## src/rtl/dmaarb_pkg.sv

```systemverilog
package dmaarb_pkg;
  localparam int NCH   = 6;
  localparam int GSZ   = 3;
  localparam int NGRP  = NCH / GSZ;
  localparam int IDX_W = $clog2(NCH);
  localparam int PTR_W = $clog2(GSZ);

  typedef enum logic [1:0] {
    MODE_LINEAR   = 2'd0,
    MODE_SWAP_B   = 2'd1,
    MODE_LEAD_TWO = 2'd2,
    MODE_TWO_TIER = 2'd3
  } prio_mode_e;

  typedef struct packed {
    logic       en;
    logic       aerr;
    logic       halt;
    prio_mode_e mode;
  } arb_ctrl_t;

  // channel that sits at a given rank (0 = highest) for a fixed mode
  function automatic logic [IDX_W-1:0] rank_chan(prio_mode_e m, int r);
    logic [IDX_W-1:0] c;
    c = IDX_W'(r);
    if (m == MODE_SWAP_B) begin
      case (r)
        1: c = IDX_W'(2);
        2: c = IDX_W'(3);
        3: c = IDX_W'(1);
        default: c = IDX_W'(r);
      endcase
    end else if (m == MODE_LEAD_TWO) begin
      case (r)
        0: c = IDX_W'(2);
        1: c = IDX_W'(0);
        2: c = IDX_W'(1);
        default: c = IDX_W'(r);
      endcase
    end
    return c;
  endfunction
endpackage

```

## src/rtl/dmaarb_ctrl.sv

```systemverilog
module dmaarb_ctrl
  import dmaarb_pkg::*;
#(
  parameter int CTRL_W   = 32,
  parameter int EN_BIT   = 0,
  parameter int AERR_BIT = 2,
  parameter int HALT_BIT = 3,
  parameter int MODE_LSB = 8
) (
  input  logic              clk,
  input  logic              rst_n,
  input  logic              we,
  input  logic [CTRL_W-1:0] wdata,
  output arb_ctrl_t         ctrl,
  output logic              allow
);
  localparam int MODE_MSB = MODE_LSB + 1;

  logic unused_wbits;
  assign unused_wbits = ^{wdata[CTRL_W-1:MODE_MSB+1], wdata[MODE_LSB-1:HALT_BIT+1],
                          wdata[AERR_BIT-1:EN_BIT+1]};

  always_ff @(posedge clk or negedge rst_n) begin
    if (!rst_n) begin
      ctrl <= '{en: 1'b0, aerr: 1'b0, halt: 1'b0, mode: MODE_LINEAR};
    end else if (we) begin
      ctrl.en   <= wdata[EN_BIT];
      ctrl.aerr <= wdata[AERR_BIT];
      ctrl.halt <= wdata[HALT_BIT];
      ctrl.mode <= prio_mode_e'(wdata[MODE_MSB:MODE_LSB]);
    end
  end

  assign allow = ctrl.en & ~ctrl.halt & ~ctrl.aerr;

  // a write lands its enable bit one cycle later
  p_en_write_r10: assert property (@(posedge clk) disable iff (!rst_n)
    we |=> ctrl.en == $past(wdata[EN_BIT]));
  // without a write the word is stable
  p_ctrl_hold_r10: assert property (@(posedge clk) disable iff (!rst_n)
    !we |=> $stable(ctrl));
endmodule

```

## src/rtl/dmaarb_fixed_pick.sv

```systemverilog
module dmaarb_fixed_pick
  import dmaarb_pkg::*;
(
  input  prio_mode_e       mode,
  input  logic [NCH-1:0]   req,
  output logic             hit,
  output logic [IDX_W-1:0] idx
);
  // scan from lowest rank up so the highest-ranked requester is kept last
  always_comb begin
    hit = 1'b0;
    idx = '0;
    for (int r = NCH - 1; r >= 0; r--) begin
      if (req[rank_chan(mode, r)]) begin
        hit = 1'b1;
        idx = rank_chan(mode, r);
      end
    end
  end
endmodule

```

## src/rtl/dmaarb_rr_group.sv

```systemverilog
module dmaarb_rr_group
  import dmaarb_pkg::*;
(
  input  logic             clk,
  input  logic             rst_n,
  input  logic [GSZ-1:0]   req,
  input  logic             adv,
  input  logic [PTR_W-1:0] adv_local,
  output logic             hit,
  output logic [PTR_W-1:0] pick
);
  logic [PTR_W-1:0] ptr;

  always_ff @(posedge clk or negedge rst_n) begin
    if (!rst_n) begin
      ptr <= '0;
    end else if (adv) begin
      ptr <= (int'(adv_local) == GSZ - 1) ? '0 : adv_local + PTR_W'(1);
    end
  end

  // search order ptr, ptr+1, ... wrapping; farthest first so nearest wins
  always_comb begin
    hit  = 1'b0;
    pick = '0;
    for (int k = GSZ - 1; k >= 0; k--) begin
      int j;
      j = (int'(ptr) + k) % GSZ;
      if (req[j]) begin
        hit  = 1'b1;
        pick = PTR_W'(j);
      end
    end
  end

  // pointer moves only on completion of a grant from this group
  p_ptr_hold_r6: assert property (@(posedge clk) disable iff (!rst_n)
    !adv |=> $stable(ptr));
  p_ptr_range_r6: assert property (@(posedge clk) disable iff (!rst_n)
    int'(ptr) < GSZ);
endmodule

```

## src/rtl/dma_prio_arbiter.sv

```systemverilog
module dma_prio_arbiter
  import dmaarb_pkg::*;
#(
  parameter int CTRL_W = 32
) (
  input  logic              clk,
  input  logic              rst_n,
  input  logic              cfg_we,
  input  logic [CTRL_W-1:0] cfg_wdata,
  input  logic [NCH-1:0]    req,
  input  logic              xfer_done,
  output logic [NCH-1:0]    gnt,
  output logic              gnt_valid,
  output logic [IDX_W-1:0]  gnt_idx
);
  arb_ctrl_t ctrl;
  logic      allow;

  dmaarb_ctrl #(.CTRL_W(CTRL_W)) u_ctrl (
    .clk(clk), .rst_n(rst_n), .we(cfg_we), .wdata(cfg_wdata),
    .ctrl(ctrl), .allow(allow)
  );

  logic             fix_hit;
  logic [IDX_W-1:0] fix_idx;

  dmaarb_fixed_pick u_fixed (
    .mode(ctrl.mode), .req(req), .hit(fix_hit), .idx(fix_idx)
  );

  logic                   gnt_rr;
  logic                   consume;
  logic [NGRP-1:0]        g_hit;
  logic [NGRP-1:0]        g_adv;
  logic [PTR_W-1:0]       g_pick [NGRP];
  logic [PTR_W-1:0]       done_local;
  int                     done_grp;

  assign consume    = gnt_valid & xfer_done;
  assign done_grp   = int'(gnt_idx) / GSZ;
  assign done_local = PTR_W'(int'(gnt_idx) % GSZ);

  for (genvar g = 0; g < NGRP; g++) begin : g_grp
    assign g_adv[g] = consume & gnt_rr & (done_grp == g);
    dmaarb_rr_group u_rr (
      .clk(clk), .rst_n(rst_n),
      .req(req[g*GSZ +: GSZ]),
      .adv(g_adv[g]), .adv_local(done_local),
      .hit(g_hit[g]), .pick(g_pick[g])
    );
  end

  // lower-numbered group always wins
  logic             rr_hit;
  logic [IDX_W-1:0] rr_idx;
  always_comb begin
    rr_hit = 1'b0;
    rr_idx = '0;
    for (int g = NGRP - 1; g >= 0; g--) begin
      if (g_hit[g]) begin
        rr_hit = 1'b1;
        rr_idx = IDX_W'(g * GSZ + int'(g_pick[g]));
      end
    end
  end

  logic             is_tier;
  logic             cand_hit;
  logic [IDX_W-1:0] cand_idx;
  logic             issue;

  assign is_tier  = (ctrl.mode == MODE_TWO_TIER);
  assign cand_hit = is_tier ? rr_hit : fix_hit;
  assign cand_idx = is_tier ? rr_idx : fix_idx;
  assign issue    = ~gnt_valid & allow & cand_hit;

  always_ff @(posedge clk or negedge rst_n) begin
    if (!rst_n) begin
      gnt_valid <= 1'b0;
      gnt_idx   <= '0;
      gnt_rr    <= 1'b0;
    end else if (issue) begin
      gnt_valid <= 1'b1;
      gnt_idx   <= cand_idx;
      gnt_rr    <= is_tier;
    end else if (consume) begin
      gnt_valid <= 1'b0;
    end
  end

  always_comb begin
    gnt = '0;
    if (gnt_valid) gnt[gnt_idx] = 1'b1;
  end

  // one-hot grant while held, nothing otherwise
  p_onehot_r8: assert property (@(posedge clk) disable iff (!rst_n)
    gnt_valid |-> $countones(gnt) == 1 && gnt[gnt_idx]);
  p_idle_zero_r8: assert property (@(posedge clk) disable iff (!rst_n)
    !gnt_valid |-> gnt == '0);
  // held until done
  p_hold_r8: assert property (@(posedge clk) disable iff (!rst_n)
    gnt_valid && !xfer_done |=> gnt_valid && $stable(gnt_idx));
  // no grant appears while gated
  p_gate_r7: assert property (@(posedge clk) disable iff (!rst_n)
    !gnt_valid && !allow |=> !gnt_valid);
  // a fresh grant goes to a channel that was requesting
  p_req_r11: assert property (@(posedge clk) disable iff (!rst_n)
    $rose(gnt_valid) |-> ($past(req) & gnt) != '0);
  // high group wins in two-tier mode
  p_tier_r5: assert property (@(posedge clk) disable iff (!rst_n)
    issue && is_tier && (req[GSZ-1:0] != '0) |=> int'(gnt_idx) < GSZ);
endmodule

```

## config.mk

```make
export PLATFORM = sky130hd
export DESIGN_NAME = dma_prio_arbiter
export DESIGN_NICKNAME = d
export VERILOG_FILES = /design/src/rtl/dmaarb_pkg.sv /design/src/rtl/dmaarb_ctrl.sv /design/src/rtl/dmaarb_fixed_pick.sv /design/src/rtl/dmaarb_rr_group.sv /design/src/rtl/dma_prio_arbiter.sv
export SDC_FILE = /design/constraint.sdc
export NUM_CORES = 1
export LEC_CHECK = 0
export ABC_AREA = 0
export BUFFER_PORTS_ARGS = -buffer_cell sky130_fd_sc_hd__buf_4
export CELL_PAD_IN_SITES_DETAIL_PLACEMENT = 1
export CELL_PAD_IN_SITES_GLOBAL_PLACEMENT = 2
export CORE_MARGIN = 3
export CORE_UTILIZATION = 26
export DETAILED_ROUTE_END_ITERATION = 7
export PLACE_DENSITY_LB_ADDON = 0.25
export REMOVE_ABC_BUFFERS = 1
export SYNTH_ARGS = -nofsm -noshare
export SYNTH_HDL_FRONTEND = slang
export SYNTH_SLANG_ARGS = --single-unit
```

## constraint.sdc

```tcl
create_clock -name clk -period 2.1 [get_ports clk]
set_input_delay 0.105 -clock clk [delete_from_list [all_inputs] [get_ports clk]]
set_output_delay 0.105 -clock clk [all_outputs]
set_load 0.01 [all_outputs]
```

==> summary.txt <==
Finish
  • Area of the multi-input gates: roughly 1100 µm²
  • Fraction of layout cells with a size suffix above 1: a little under half
  • Register Area: between 300 and 400 µm²
  • Layout fillers: 635
  • Diodes inserted: 0
  • Area grow syn2layout: 43.0%
  • Nets: 281

Power
  • Lkg Pwr: 0.952 nW
  • Sw Ratio: between 30% and 40%
  • Power per standard cell area: 1010 nW/µm²
  • Int Power: 0.00128 W
  • Sequential power share: approximately a fifth
  • NetSw: about 0.00085 W
  • Clock Power Share: 12.3%
  • Comb power frac: 67.6%
  • Total Power: around 0.0021 W
  • Worst VDD drop: around 0.4 mV

Run
  • Max cap viols: 0

Route
  • Initial DRC Count: 27
  • Post-route ant nets: 0
  • DR vias: about 1.5k
  • DRC: 0
  • DR pass1 iterations: 4
  • WL/cell: approximately 15 µm
  • Total wire length: roughly 4500 µm
  • Vias per inst: roughly 5

STA
  • Fin. Hold Viols: 0
  • Setup violations, final: 4
  • Worst Skew: 0.00362 ns
  • Final WS setup: -0.121 ns
  • Final Critical Period: 2.22 ns
  • FMAX: 450 MHz
  • RSZ-0062 raised after global routing: true
  • Tcrit/Tclk final: 106%
  • Final max-slew violation count: 0
  • Slew @ Worst Pin: slightly below 0.5 ns
  • Slew HR: 67.1%

CTS
  • CTS Sinks: 14
  • Total CTS buffers: 3
  • Skew-Pair Late Insertion Delay: between 0.2 and 0.3 ns
  • Clock Path Buffers: 2
  • Root Buffer: clkbuf_8
  • TritonCTS clock tree: yes
  • H-tree depth: 1
  • CTS clk-pin slew, worst paths: roughly 0.060 ns

Worst hold path
  • Hold Path Cell Cnt: 2
  • Hold Crit Class: input pin to flip-flop

Die
  • Rows: 26
  • Total core area: approximately 5300 µm²
  • Chip width: ~81 µm
  • Starting density of the core: 27.8%
  • Die ar.: 6610 µm²
  • I/O pins: 52
  • Die H: just over 80 µm

Setup path
  • Crit. End Element: flip-flop
  • WP data arrival: approximately 2.4 ns
  • Worst-path cell chain: inv_2 -> ha_4 -> buf_4 -> o221a_1 -> o221ai_2 -> buf_4 -> nor3b_2 -> a211o_4 -> mux2_4
  • Crit path max fanout: 5
  • CP startpoint kind: flip-flop
  • Worst Path Buf+Inv: 3
  • WP depth: 9
  • Worst r2r path cells: 9
  • CP required: ~2.2 ns
  • Crit path max-delay family: compound AO/OA/AOI/OAI gates
  • Most common cell on crit path: buf_4
  • Crit Path Class: flip-flop to flip-flop
  • CP max stage cell: dfrtp_1
  • Worst path max stage delay: about 0.4 ns

Status
  • Failing checks: negative setup slack
  • Status: finished with violations

Global route
  • Initial antenna violation count: 0
  • Pin count of the biggest net entering global routing: 15
  • GRT overflow: 0
  • First-pass GRT wire length: between 7000 and 8000 µm
  • Total GRT Usage: around 15%
  • Vias in the first global route: about 1.6k

Synthesis
  • Post-Syn Area: 1480 µm²
  • Syn_area_per_cell: approximately 8.8 µm²
  • Mapped Cells: approximately 170
  • Yosys warnings: 0
  • Synth Flop Type: dfrtp_1
  • Distinct cells, synth: 48
  • Synth area leader: dfrtp_1
  • Number of synthesized register bits: 14
  • Post-synthesis sequential area ratio: between 20% and 30%
  • Synth async-reset ratio: 100%
  • Synth area leaders: dfrtp_1 (24%), ha_1 (11%), mux2_2 (5.3%)
  • EDFF count, synth: 0
  • Area share of the largest cell type after synthesis: a little under a quarter

Placed design
  • Final estimated routing congestion in global placement: ~0.91
  • Number of port buffers: 24
  • DP HPWL: roughly 3500 µm
  • Worst slack at placement: -0.206 ns
==> metal layers <==
layer / part of all wire (%) / vias up / GRT usage [%]
met3: 2.4 / 4 / 3.10
met5: 0 / - / 0
li1: - / 719 / -
met4: 0.64 / 0 / 2.36
met2: 51 / 22 / 24.6
met1: 46 / 728 / 19.5
==> final timing paths <==
kind / startpoint / end / slack (ns)
max: g_grp[1].u_rr.ptr[0]$_DFFE_PN0P_ / gnt_rr$_DFFE_PN0P_ / -0.12
min: xfer_done / gnt_valid$_DFFE_PN0P_ / 0.06
max reg2reg: g_grp[1].u_rr.ptr[0]$_DFFE_PN0P_ / gnt_rr$_DFFE_PN0P_ / -0.12
min reg2reg: u_ctrl.ctrl[4]$_DFFE_PN0P_ / u_ctrl.ctrl[4]$_DFFE_PN0P_ / 0.50
max in group asynchronous: rst_n / g_grp[0].u_rr.ptr[0]$_DFFE_PN0P_ / 1.65
min in group asynchronous: rst_n / gnt_idx[1]$_DFFE_PN0P_ / 0.25
==> layout make-up <==
type,count,area share (%)
multi-input cells,130,51.5
well taps,70,4.15
inverters,18,3.44
clock buffers,4,2.61
repair buffers,59,21.5
flip-flops and latches,14,16.8
==> timing repair <==
item	4_1_cts	5_1_grt
hold buffers	1	0
gates resized for setup	14	10
buffers inserted	3	1
pin swaps	16	9
endpoints found under the setup margin	5	5
hold endpoints to repair	14	0
==> cells in the final DEF (no fill, tap or decap), types with 2 or more instances in the layout <==
master | Yosys | final
o21ai_0 | 12 | 12
o221ai_1 | 2 | 2
mux2_4 | 3 | 3
a221o_1 | 2 | 2
buf_6 | 1 | 2
dfrtp_2 | 0 | 3
inv_4 | 0 | 2
nor2_1 | 13 | 12
a31oi_1 | 2 | 2
inv_2 | 0 | 3
buf_4 | 0 | 56
nor3_1 | 4 | 4
mux2_2 | 7 | 7
ha_4 | 0 | 6
nand2b_1 | 5 | 5
ha_1 | 13 | 6
clkbuf_8 | 2 | 4
a22o_1 | 2 | 2
a21oi_1 | 10 | 9
inv_1 | 18 | 13
and2b_1 | 2 | 2
dfrtp_1 | 14 | 11
a211o_1 | 3 | 3
nand2_1 | 17 | 17
mux2i_1 | 5 | 5
a211oi_1 | 3 | 3
==> cell families (layout without fill, tap and decap cells) <==
logic type | Yosys count | count (layout) | share of synthesized area (%)
flops | 14 | 14 | 23.7
simple gates | 51 | 51 | 18.2
fa+ha+maj | 13 | 13 | 11.0
mux | 17 | 17 | 14.1
buf+inv | 24 | 81 | 8.23
compound gates | 49 | 49 | 24.8
==> state kept, by name, indices dropped and copies added, names as in the netlist <==
| register | flops |
|---|---|
| u_ctrl.ctrl | 5 |
| g_grp.u_rr.ptr | 4 |
| gnt_idx | 3 |
| gnt_rr | 1 |
| gnt_valid | 1 |
==> per-stage QoR <==
stage,util (%),hold WS (ns),cells,area (µm²),setup TNS [ns]
after floorplan,-,-0.191,162,1420,-0.732
after global placement,36.1,-0.0310,286,1910,-0.452
after detailed placement,36.1,-0.0304,286,1910,-0.740
after CTS,38.8,0.0529,294,2060,-0.385
after global routing,39.8,0.0606,295,2110,-0.937
final,39.8,0.0584,295,2110,-0.452
==> power groups by stage <==
| stage | sequential (W) | combinational, W | clock [W] |
|---|---|---|---|
| after floorplan | 0.000417 | 0.000701 | 0 |
| after global placement | 0.000400 | 0.00120 | 0 |
| after detailed placement | 0.000406 | 0.00125 | 0 |
| after CTS | 0.000408 | 0.00139 | 0.000273 |
| after global routing | 0.000440 | 0.00158 | 0.000297 |
| final | 0.000427 | 0.00144 | 0.000263 |
==> cells in the mapped netlist, types with 2 or more instances <==
library cell and count:
inv_1 18, nand2_1 17, dfrtp_1 14, ha_1 13, nor2_1 13, o21ai_0 12
a21oi_1 10, mux2_2 7, mux2i_1 5, nand2b_1 5, nor3_1 4, a211o_1 3
a211oi_1 3, mux2_4 3, a221o_1 2, a22o_1 2, a31oi_1 2, and2b_1 2
buf_2 2, clkbuf_8 2, o221ai_1 2
No activity file was read; power rests on OpenSTA's default activity.
